### config.mk
export PLATFORM = sky130hd
export DESIGN_NAME = sb_scoreboard
export DESIGN_NICKNAME = d
export VERILOG_FILES = /design/src/rtl/sb_pkg.sv /design/src/rtl/sb_datapath.sv /design/src/rtl/sb_control.sv /design/src/rtl/sb_scoreboard.sv
export SDC_FILE = /design/constraint.sdc
export NUM_CORES = 1
export LEC_CHECK = 0
export BUFFER_PORTS_ARGS = -buffer_cell sky130_fd_sc_hd__clkbuf_2
export CORE_MARGIN = 2
export CORE_UTILIZATION = 55
export DETAILED_ROUTE_END_ITERATION = 6
export PLACE_DENSITY = 0.83
export SYNTH_ARGS = -nofsm -noshare
export SYNTH_HDL_FRONTEND = slang
export SYNTH_SLANG_ARGS = --single-unit
### constraint.sdc
create_clock -name clk -period 3 [get_ports clk]
set_input_delay 0.15 -clock clk [delete_from_list [all_inputs] [get_ports clk]]
set_output_delay 0.15 -clock clk [all_outputs]
set_load 0.05 [all_outputs]
### src/rtl/sb_pkg.sv
package sb_pkg;

  // Index width for functional units; the design supports up to 8 units.
  localparam int unsigned FU_IW = 3;

  typedef enum logic [1:0] {
    KIND_INT = 2'd0,
    KIND_MUL = 2'd1,
    KIND_ADD = 2'd2,
    KIND_DIV = 2'd3
  } fuKind_e;

  typedef enum logic [1:0] {
    PH_IDLE  = 2'd0,
    PH_READ  = 2'd1,
    PH_EXEC  = 2'd2,
    PH_WRITE = 2'd3
  } fuPhase_e;

  // Strobes from control to the status tables.
  typedef struct packed {
    logic             issueEn;
    logic [FU_IW-1:0] issueFu;
    logic             wrEn;
    logic [FU_IW-1:0] wrFu;
  } sbStrobe_t;

  function automatic fuKind_e opKind(input logic [2:0] op);
    case (op)
      3'd1:       opKind = KIND_MUL;
      3'd2, 3'd3: opKind = KIND_ADD;
      3'd4:       opKind = KIND_DIV;
      default:    opKind = KIND_INT;
    endcase
  endfunction

endpackage

### src/rtl/sb_datapath.sv
module sb_datapath
  import sb_pkg::*;
#(
  parameter int unsigned NUM_FU   = 5,
  parameter int unsigned NUM_REGS = 16,
  localparam int unsigned REG_W   = $clog2(NUM_REGS)
) (
  input  logic             clk,
  input  logic             rstN,
  input  sbStrobe_t        strobe,
  input  logic [NUM_FU-1:0] readGo,
  input  logic [NUM_FU-1:0] doneGo,
  input  logic [REG_W-1:0] instDst,
  input  logic [REG_W-1:0] instSrcJ,
  input  logic [REG_W-1:0] instSrcK,
  output fuPhase_e         phase [NUM_FU],
  output logic [REG_W-1:0] fi [NUM_FU],
  output logic [REG_W-1:0] fj [NUM_FU],
  output logic [REG_W-1:0] fk [NUM_FU],
  output logic [NUM_FU-1:0] rj,
  output logic [NUM_FU-1:0] rk,
  output logic [NUM_REGS-1:0] mapValid,
  output logic [FU_IW-1:0] mapFu [NUM_REGS]
);

  logic [FU_IW-1:0] qj [NUM_FU];
  logic [FU_IW-1:0] qk [NUM_FU];
  logic [NUM_FU-1:0] qjValid;
  logic [NUM_FU-1:0] qkValid;

  // Source pending at issue, with bypass of the producer writing this cycle.
  logic srcJPend;
  logic srcKPend;

  always_comb begin
    srcJPend = mapValid[instSrcJ] &&
               !(strobe.wrEn && (mapFu[instSrcJ] == strobe.wrFu));
    srcKPend = mapValid[instSrcK] &&
               !(strobe.wrEn && (mapFu[instSrcK] == strobe.wrFu));
  end

  for (genvar u = 0; u < NUM_FU; u++) begin : g_unit
    logic isIssue;
    logic isWrite;
    logic wakeJ;
    logic wakeK;

    assign isIssue = strobe.issueEn && (strobe.issueFu == FU_IW'(u));
    assign isWrite = strobe.wrEn && (strobe.wrFu == FU_IW'(u));
    assign wakeJ   = strobe.wrEn && qjValid[u] && (qj[u] == strobe.wrFu);
    assign wakeK   = strobe.wrEn && qkValid[u] && (qk[u] == strobe.wrFu);

    always_ff @(posedge clk or negedge rstN) begin
      if (!rstN) begin
        phase[u]   <= PH_IDLE;
        fi[u]      <= '0;
        fj[u]      <= '0;
        fk[u]      <= '0;
        rj[u]      <= 1'b0;
        rk[u]      <= 1'b0;
        qj[u]      <= '0;
        qk[u]      <= '0;
        qjValid[u] <= 1'b0;
        qkValid[u] <= 1'b0;
      end else if (isIssue) begin
        phase[u]   <= PH_READ;
        fi[u]      <= instDst;
        fj[u]      <= instSrcJ;
        fk[u]      <= instSrcK;
        rj[u]      <= !srcJPend;
        rk[u]      <= !srcKPend;
        qj[u]      <= mapFu[instSrcJ];
        qk[u]      <= mapFu[instSrcK];
        qjValid[u] <= srcJPend;
        qkValid[u] <= srcKPend;
      end else if (isWrite) begin
        phase[u] <= PH_IDLE;
      end else if (readGo[u]) begin
        phase[u] <= PH_EXEC;
        rj[u]    <= 1'b0;
        rk[u]    <= 1'b0;
      end else if (doneGo[u]) begin
        phase[u] <= PH_WRITE;
      end else begin
        if (wakeJ) begin
          rj[u]      <= 1'b1;
          qjValid[u] <= 1'b0;
        end
        if (wakeK) begin
          rk[u]      <= 1'b1;
          qkValid[u] <= 1'b0;
        end
      end
    end
  end

  for (genvar r = 0; r < NUM_REGS; r++) begin : g_map
    always_ff @(posedge clk or negedge rstN) begin
      if (!rstN) begin
        mapValid[r] <= 1'b0;
        mapFu[r]    <= '0;
      end else if (strobe.issueEn && (instDst == REG_W'(r))) begin
        mapValid[r] <= 1'b1;
        mapFu[r]    <= strobe.issueFu;
      end else if (strobe.wrEn && mapValid[r] && (mapFu[r] == strobe.wrFu)) begin
        mapValid[r] <= 1'b0;
      end
    end
  end

endmodule

### src/rtl/sb_control.sv
module sb_control
  import sb_pkg::*;
#(
  parameter int unsigned N_INT    = 1,
  parameter int unsigned N_MUL    = 2,
  parameter int unsigned N_ADD    = 1,
  parameter int unsigned N_DIV    = 1,
  parameter int unsigned NUM_REGS = 16,
  localparam int unsigned NUM_FU  = N_INT + N_MUL + N_ADD + N_DIV,
  localparam int unsigned REG_W   = $clog2(NUM_REGS)
) (
  input  logic              instValid,
  input  logic [2:0]        instOp,
  input  logic [REG_W-1:0]  instDst,
  input  logic [NUM_FU-1:0] execDone,
  input  fuPhase_e          phase [NUM_FU],
  input  logic [REG_W-1:0]  fi [NUM_FU],
  input  logic [REG_W-1:0]  fj [NUM_FU],
  input  logic [REG_W-1:0]  fk [NUM_FU],
  input  logic [NUM_FU-1:0] rj,
  input  logic [NUM_FU-1:0] rk,
  input  logic [NUM_REGS-1:0] mapValid,
  output logic              instAccept,
  output logic [NUM_FU-1:0] readGrant,
  output logic [NUM_FU-1:0] writePermit,
  output logic [NUM_FU-1:0] doneGo,
  output sbStrobe_t         strobe
);

  function automatic fuKind_e unitKind(input int unsigned idx);
    if (idx < N_INT)                      unitKind = KIND_INT;
    else if (idx < N_INT + N_MUL)         unitKind = KIND_MUL;
    else if (idx < N_INT + N_MUL + N_ADD) unitKind = KIND_ADD;
    else                                  unitKind = KIND_DIV;
  endfunction

  fuKind_e          wantKind;
  logic             freeFound;
  logic [FU_IW-1:0] freePick;
  logic             wawHit;

  always_comb begin
    wantKind  = opKind(instOp);
    freeFound = 1'b0;
    freePick  = '0;
    for (int i = 0; i < NUM_FU; i++) begin
      if (!freeFound && (phase[i] == PH_IDLE) && (unitKind(i) == wantKind)) begin
        freeFound = 1'b1;
        freePick  = FU_IW'(i);
      end
    end
    wawHit     = mapValid[instDst];
    instAccept = instValid && freeFound && !wawHit;
  end

  logic [NUM_FU-1:0] warBlock;
  logic [NUM_FU-1:0] wrReq;

  always_comb begin
    for (int i = 0; i < NUM_FU; i++) begin
      readGrant[i] = (phase[i] == PH_READ) && rj[i] && rk[i];
      doneGo[i]    = execDone[i] && (phase[i] == PH_EXEC);
      warBlock[i]  = 1'b0;
      for (int u = 0; u < NUM_FU; u++) begin
        if ((u != i) && (phase[u] == PH_READ) &&
            (((fj[u] == fi[i]) && rj[u]) || ((fk[u] == fi[i]) && rk[u])))
          warBlock[i] = 1'b1;
      end
      wrReq[i] = (phase[i] == PH_WRITE) && !warBlock[i];
    end
  end

  logic             wrFound;
  logic [FU_IW-1:0] wrPick;

  always_comb begin
    wrFound     = 1'b0;
    wrPick      = '0;
    writePermit = '0;
    for (int i = 0; i < NUM_FU; i++) begin
      if (!wrFound && wrReq[i]) begin
        wrFound        = 1'b1;
        wrPick         = FU_IW'(i);
        writePermit[i] = 1'b1;
      end
    end
    strobe.issueEn = instAccept;
    strobe.issueFu = freePick;
    strobe.wrEn    = wrFound;
    strobe.wrFu    = wrPick;
  end

endmodule

### src/rtl/sb_scoreboard.sv
module sb_scoreboard
  import sb_pkg::*;
#(
  parameter int unsigned N_INT    = 1,
  parameter int unsigned N_MUL    = 2,
  parameter int unsigned N_ADD    = 1,
  parameter int unsigned N_DIV    = 1,
  parameter int unsigned NUM_REGS = 16,
  localparam int unsigned NUM_FU  = N_INT + N_MUL + N_ADD + N_DIV,
  localparam int unsigned REG_W   = $clog2(NUM_REGS)
) (
  input  logic              clk,
  input  logic              rstN,
  input  logic              instValid,
  input  logic [2:0]        instOp,
  input  logic [REG_W-1:0]  instDst,
  input  logic [REG_W-1:0]  instSrcJ,
  input  logic [REG_W-1:0]  instSrcK,
  output logic              instAccept,
  output logic [NUM_FU-1:0] readGrant,
  input  logic [NUM_FU-1:0] execDone,
  output logic [NUM_FU-1:0] writePermit
);

  sbStrobe_t         strobe;
  logic [NUM_FU-1:0] doneGo;
  fuPhase_e          phase [NUM_FU];
  logic [REG_W-1:0]  fi [NUM_FU];
  logic [REG_W-1:0]  fj [NUM_FU];
  logic [REG_W-1:0]  fk [NUM_FU];
  logic [NUM_FU-1:0] rj;
  logic [NUM_FU-1:0] rk;
  logic [NUM_REGS-1:0] mapValid;
  logic [FU_IW-1:0]  mapFu [NUM_REGS];

  sb_control #(
    .N_INT(N_INT), .N_MUL(N_MUL), .N_ADD(N_ADD), .N_DIV(N_DIV),
    .NUM_REGS(NUM_REGS)
  ) u_control (
    .instValid  (instValid),
    .instOp     (instOp),
    .instDst    (instDst),
    .execDone   (execDone),
    .phase      (phase),
    .fi         (fi),
    .fj         (fj),
    .fk         (fk),
    .rj         (rj),
    .rk         (rk),
    .mapValid   (mapValid),
    .instAccept (instAccept),
    .readGrant  (readGrant),
    .writePermit(writePermit),
    .doneGo     (doneGo),
    .strobe     (strobe)
  );

  sb_datapath #(
    .NUM_FU(NUM_FU), .NUM_REGS(NUM_REGS)
  ) u_datapath (
    .clk     (clk),
    .rstN    (rstN),
    .strobe  (strobe),
    .readGo  (readGrant),
    .doneGo  (doneGo),
    .instDst (instDst),
    .instSrcJ(instSrcJ),
    .instSrcK(instSrcK),
    .phase   (phase),
    .fi      (fi),
    .fj      (fj),
    .fk      (fk),
    .rj      (rj),
    .rk      (rk),
    .mapValid(mapValid),
    .mapFu   (mapFu)
  );

endmodule

==> impl_metrics.toml, run 1 <==
[die]
io_pins = 34
die_w_um = 150
fp.coreArea_um2 = 21000
dieArea_um2 = 22500
rows = 53
initial_core_util_pct = 55.8
die_y_um = 150

[detailed_routing]
routed_wl_um = 37900
drtIter0Drc = 1102
dr.pass1.iters = 6
vias = 10300
avgRoutedWirePerCell_um = 24.5
drc = 0
vias_per_cell = 6.67
postRouteAntennaNets = 0

[power]
power.total_mw = 14.9
vdd_drop_max_mv = 0.578
leakage_nw = 6.49
powerDensity_nw_per_um2 = 1050

[synth]
synth_edf_count = 0
synthCells = 1155
ys_ff_latch = 184
synth_cell_types = 64
synth_area_leader_cell = "dfrtp_1"
yosys_warnings = 0
yosys.area.top_type_share_pct = 39.3
synth_fp_nets = 1178
avgSynthCellArea_um2 = 10.1
ys_async_sr_fraction_pct = 100
synth_area_leaders = "dfrtp_1 39%, mux2_2 9.3%, mux4_2 8.5%, xor2_1 7.9%, xnor2_1 4.8%"
ys.flop_type = "dfrtp_1"
ys_seq_area_share_pct = 39.3
syn_area_um2 = 11700

[clocking]
clk_pin_slew_ps = 80
cts.sinks = 184
numCtsBuffers = 17
clk_latency_ps = 450
root_buffer = "clkbuf_16"
cts_max_path_buffers = 2
cts.htree.levels = 4
tritoncts = "built"

[setup_path]
r2r-start = "u_datapath.fj[14]"
rr_endpoint = "u_datapath.qkValid[4]"
cpPeakStageDelay_ps = 570
cpMaxStageDelayCell = "dfrtp_1"
required_ps = 3340
crit_cells = 10
crit_buf_inv = 1
cp_top_family = "simple AND/OR/NAND/NOR gates"
start_kind = "flip-flop"
cp.arrival_ps = 3490
rrSetupSlack_ps = -150
worstSetupPathType = "flip-flop to flip-flop"
setup.worst_path.start = "u_datapath.fj[14]"
crit_fanout = 5
endpoint = "u_datapath.qkValid[4]"
path_cells = "xor2_1, nor4_2, nor3_2, nand4_1, a211oi_4, buf_6, nand3b_1, o21a_1, or4_1, a31o_2"
crit_path_end_kind = "flip-flop"
r2r_cells = 10

[global_routing]
grt_usage_pct = 34.1
antenna_found_initial = 0
grt_pass1_vias = 10500
grt.overflow.total = 0
grt_max_degree = 107
grt_pass1_wl_um = 57900

[layout]
n_fill_cell = 1473
final_nets = 1281
drive_above_1_share_pct = 36.7
syn_to_final_growth_pct = 21.7
antenna_cells = 0

[min_path]
hold_depth = 3
worstHoldPathType = "primary input to flip-flop"

[placed_design]
gp_congestion = 1.05
dpl_worst_slack_ps = -145
hpwl_um = 26400
io_buffers = 33

[sta]
final.setup_skew_ps = 11.8
hold_viol = 0
rsz0062_at_grt = "true"
relSlewSlack_pct = 41.5
layout_min_cycle_time_ps = 3150
drv_slew = 0
fin_crit_sh_pct = 105
setup_slack_ps = -150
clock.fmax_mhz = 317
tightest_slew_ps = 878
setup_viol = 24

[outcome]
run_status = "complete, but fails checks"
violations = "setup timing"

[flow_run]
cap_violations = 0
==> worst reg2reg max path, stage by stage (launching register included) <==
cell,delay (ps)
dfrtp_1,570
xor2_1,270
nor4_2,110
nor3_2,330
nand4_1,300
a211oi_4,450
buf_6,180
nand3b_1,80
o21a_1,110
or4_1,400
a31o_2,250
==> synthesized netlist by cell type, drive strengths merged (8+ instances only) <==
cell type	instances
nor2b	8
a22oi	18
clkbuf	71
dfrtp	184
nand4	12
nand2	114
nand3	29
o221ai	17
xnor2	64
mux2	98
a21o	18
nor2	72
xor2	105
inv	19
a21oi	48
nor4	30
buf	39
nor3	24
a31oi	11
mux4	45
o21ai	32
nand2b	26
==> flip-flops by register name, summed over array words and instances (netlist names) <==
| register | count |
|---|---|
| u_datapath.fi | 20 |
| u_datapath.fj | 20 |
| u_datapath.fk | 20 |
| u_datapath.mapFu | 48 |
| u_datapath.mapValid | 16 |
| u_datapath.phase | 10 |
| u_datapath.qj | 15 |
| u_datapath.qjValid | 5 |
| u_datapath.qk | 15 |
| u_datapath.qkValid | 5 |
| u_datapath.rj | 5 |
| u_datapath.rk | 5 |
==> layout make-up <==
class                      instances  area (µm²)  share of cell area [%]
inverter                          19        75.1                   0.527
sequential                       184        4620                    32.5
clock buffer                      18         439                    3.08
clock inverter                    14         158                    1.11
multi-input combinational        842        6990                    49.1
tap                              275         344                    2.42
timing repair buffer             194        1600                    11.2
==> cell families after synthesis <==
logic type                count (synthesis)  synth area share, %
xor gates and xnor gates                169                 12.6
and+or+nand+nor                         338                 14.0
buffers and inverters                   129                 4.58
muxes                                   146                 18.4
AOI/OAI and AO/OA                       189                 11.1
DFF                                     184                 39.3
==> layer usage <==
layer | global-route usage, % | wire, µm
met1 | 43.1 | 13700
met2 | 55.2 | 18100
met3 | 7.29 | 3940
met4 | 17.9 | 2150
met5 | 0 | 0
==> how the worst min path moves through the flow <==
stage,startpoint,end,slack (ps)
after floorplan,rstN,u_datapath.fi[0],-150
after global placement,rstN,u_datapath.fj[15],320
after detailed placement,rstN,u_datapath.fj[14],340
after CTS,execDone[3],u_datapath.phase[2],60
after global routing,execDone[2],u_datapath.phase[4],90
final,execDone[2],u_datapath.phase[4],70
==> cells in the final DEF (no fill, tap or decap), drive strengths merged, types with 8 or more instances in the layout <==
cell,Yosys,final
o21ai,32,32
o221ai,17,17
nand2,114,114
mux4,45,45
a22oi,18,18
clkbuf,71,48
nor2b,8,8
nand3,29,29
a21o,18,18
nand4,12,12
dfrtp,184,184
buf,39,163
nor2,72,72
nand2b,26,26
mux2,98,98
nor4,30,30
nor3,24,24
xor2,105,105
xnor2,64,64
inv,19,26
a31oi,11,11
a21oi,48,48
==> what timing repair did <==
action / 4_1_cts / 5_1_grt
gates resized for setup: 38 / 81
hold endpoints to repair: 102 / 0
pin swaps: 10 / 20
endpoints found under the setup margin: 39 / 41
setup buffers: 4 / 8
hold buffers: 1 / 0
==> through the flow <==
step                      area, µm²  util (%)  hold slack [ps]  TNS, ps  std cells
after floorplan               11700         -             -146        0       1155
after global placement        13100      62.5              316     -603       1503
after detailed placement      13100      62.5              336    -2380       1503
after CTS                     13900      66.1             58.4        0       1539
after global routing          14200      67.9             85.4    -3830       1546
final                         14200      67.9             71.6     -865       1546
==> where the power goes <==
group | internal (mW) | switching [mW]
Clock | 1.21 | 1.12
Sequential | 3.30 | 1.29
Combinational | 3.83 | 4.15
Power figures use the tool's default switching activity.
==> inputs of run 2 (changes only) <==
Settings changed: CORE_ASPECT_RATIO set to 0.5, PLACE_DENSITY 0.83 to 0.85.
==> impl_metrics.toml, run 2 (synthesis gave the netlist of run 1 again) <==
[outcome]
run_status = "complete, but fails checks"
violations = "setup timing"

[sta]
tightest_slew_ps = 789
rsz0062_at_grt = "true"
relSlewSlack_pct = 47.4
clock.fmax_mhz = 314
setup_slack_ps = -186
setup_viol = 33
drv_slew = 0
final.setup_skew_ps = 9.96
hold_viol = 0
fin_crit_sh_pct = 106
layout_min_cycle_time_ps = 3190

[clocking]
cts.htree.levels = 4
clk_latency_ps = 460
cts_max_path_buffers = 2
cts.sinks = 184
root_buffer = "clkbuf_16"
tritoncts = "built"
numCtsBuffers = 17
clk_pin_slew_ps = 70

[setup_path]
crit_fanout = 4
worstSetupPathType = "flip-flop to flip-flop"
start_kind = "flip-flop"
required_ps = 3350
crit_path_end_kind = "flip-flop"
r2r_cells = 11
cp.arrival_ps = 3530

[placed_design]
gp_congestion = 0.999
io_buffers = 33
hpwl_um = 26300
postPlaceCellArea_um2 = 13100

[die]
fp.coreArea_um2 = 20700
io_pins = 34
dieArea_um2 = 22500
rows = 37
initial_core_util_pct = 56.6
die_w_um = 210
die_y_um = 107

[global_routing]
antenna_found_initial = 0
grt_pass1_wl_um = 59500
grt_usage_pct = 35.0
grt.overflow.total = 0
grt_max_degree = 82
grt_pass1_vias = 10900

[min_path]
worstHoldPathType = "primary input to flip-flop"
hold_depth = 3

[detailed_routing]
routed_wl_um = 40400
dr.pass1.iters = 6
vias_per_cell = 6.97
postRouteAntennaNets = 0
drc = 0
drtIter0Drc = 1644
vias = 10900
avgRoutedWirePerCell_um = 25.8

[layout]
drive_above_1_share_pct = 38.1
largest_register_ffs = 48
antenna_cells = 0
layout_common_cells = "169 x dfrtp_1, 156 x buf_4, 111 x nand2_1"
multi_input_area_um2 = 7020
final_common_cell = "dfrtp_1"
seqCellArea_um2 = 4620
final_area_um2 = 14400
n_fill_cell = 1283
final_nets = 1306
largest-register = "u_datapath.mapFu"
syn_to_final_growth_pct = 23.2

[power]
power.total_mw = 15.1
powerDensity_nw_per_um2 = 1050
vdd_drop_max_mv = 0.646
leakage_nw = 6.58

[flow_run]
cap_violations = 0
==> run 2: power breakdown <==
part | switching (mW) | total [mW] | internal [mW]
clock network | 1.06 | 2.31 | 1.24
registers | 1.43 | 4.73 | 3.30
logic | 4.16 | 8.11 | 3.95
total | 6.66 | 15.1 | 8.49
==> run 2: area by class of cell <==
cell class	count	share of cell area [%]
multi-input cells	842	48.7
flip-flops and latches	184	32.1
repair buffers	219	12.3
clock buffers	20	3.03
well taps	273	2.37
clock inverters	12	0.972
inverters	19	0.538
==> run 2: critical path, cell delays in order, from the launching register on <==
cell and delay [ps]:
dfrtp_2 430, buf_4 170, xor2_1 170, nor4_2 420
a211oi_2 170, and4_4 200, nor4_4 340, buf_4 190
a31oi_1 80, o21a_1 230, or4_1 430, a31o_2 220
==> run 2: layer usage <==
layer  wire [µm]  up-vias  GRT usage [%]  share of wire [%]
li1            -     4365              -                  -
met1       14000     5308           42.6                 35
met2       18700      947           56.5                 46
met3        4770      311           9.31                 12
met4        2960        0           21.4                7.3
met5           0        -              0                  0
==> run 2: repair_timing <==
item,4_1_cts,5_1_grt
gates resized for setup,38,106
hold buffers,2,0
cloned,0,1
hold endpoints to repair,69,0
pin swaps,11,34
setup endpoints to repair,39,50
buffers inserted,11,18
==> run 2: final timing paths <==
| check | start | to | slack [ps] |
|---|---|---|---|
| worst max-delay path | u_datapath.fi[15] | u_datapath.qkValid[4] | -190 |
| worst min-delay path | execDone[3] | u_datapath.phase[2] | 40 |
| worst max register to register | u_datapath.fi[15] | u_datapath.qkValid[4] | -190 |
| worst min register to register | u_datapath.qj[9] | u_datapath.qj[9] | 530 |
| max in group asynchronous | rstN | u_datapath.fi[2] | 1810 |
| min in group asynchronous | rstN | u_datapath.mapValid[4] | 270 |
==> run 2: through the flow <==
| step | cells | utilization (%) | setup WS [ps] | hold WS, ps | TNS (ps) |
|---|---|---|---|---|---|
| after global routing | 1569 | 69.7 | -226 | 65.4 | -4610 |
| final | 1569 | 69.7 | -186 | 40.1 | -1840 |
| after global placement | 1508 | 63.1 | -148 | 186 | -2360 |
| after CTS | 1553 | 66.9 | -23.3 | 34.2 | -54.2 |
| after floorplan | 1155 | - | 2.37 | -146 | 0 |
| after detailed placement | 1508 | 63.1 | -212 | 199 | -3350 |
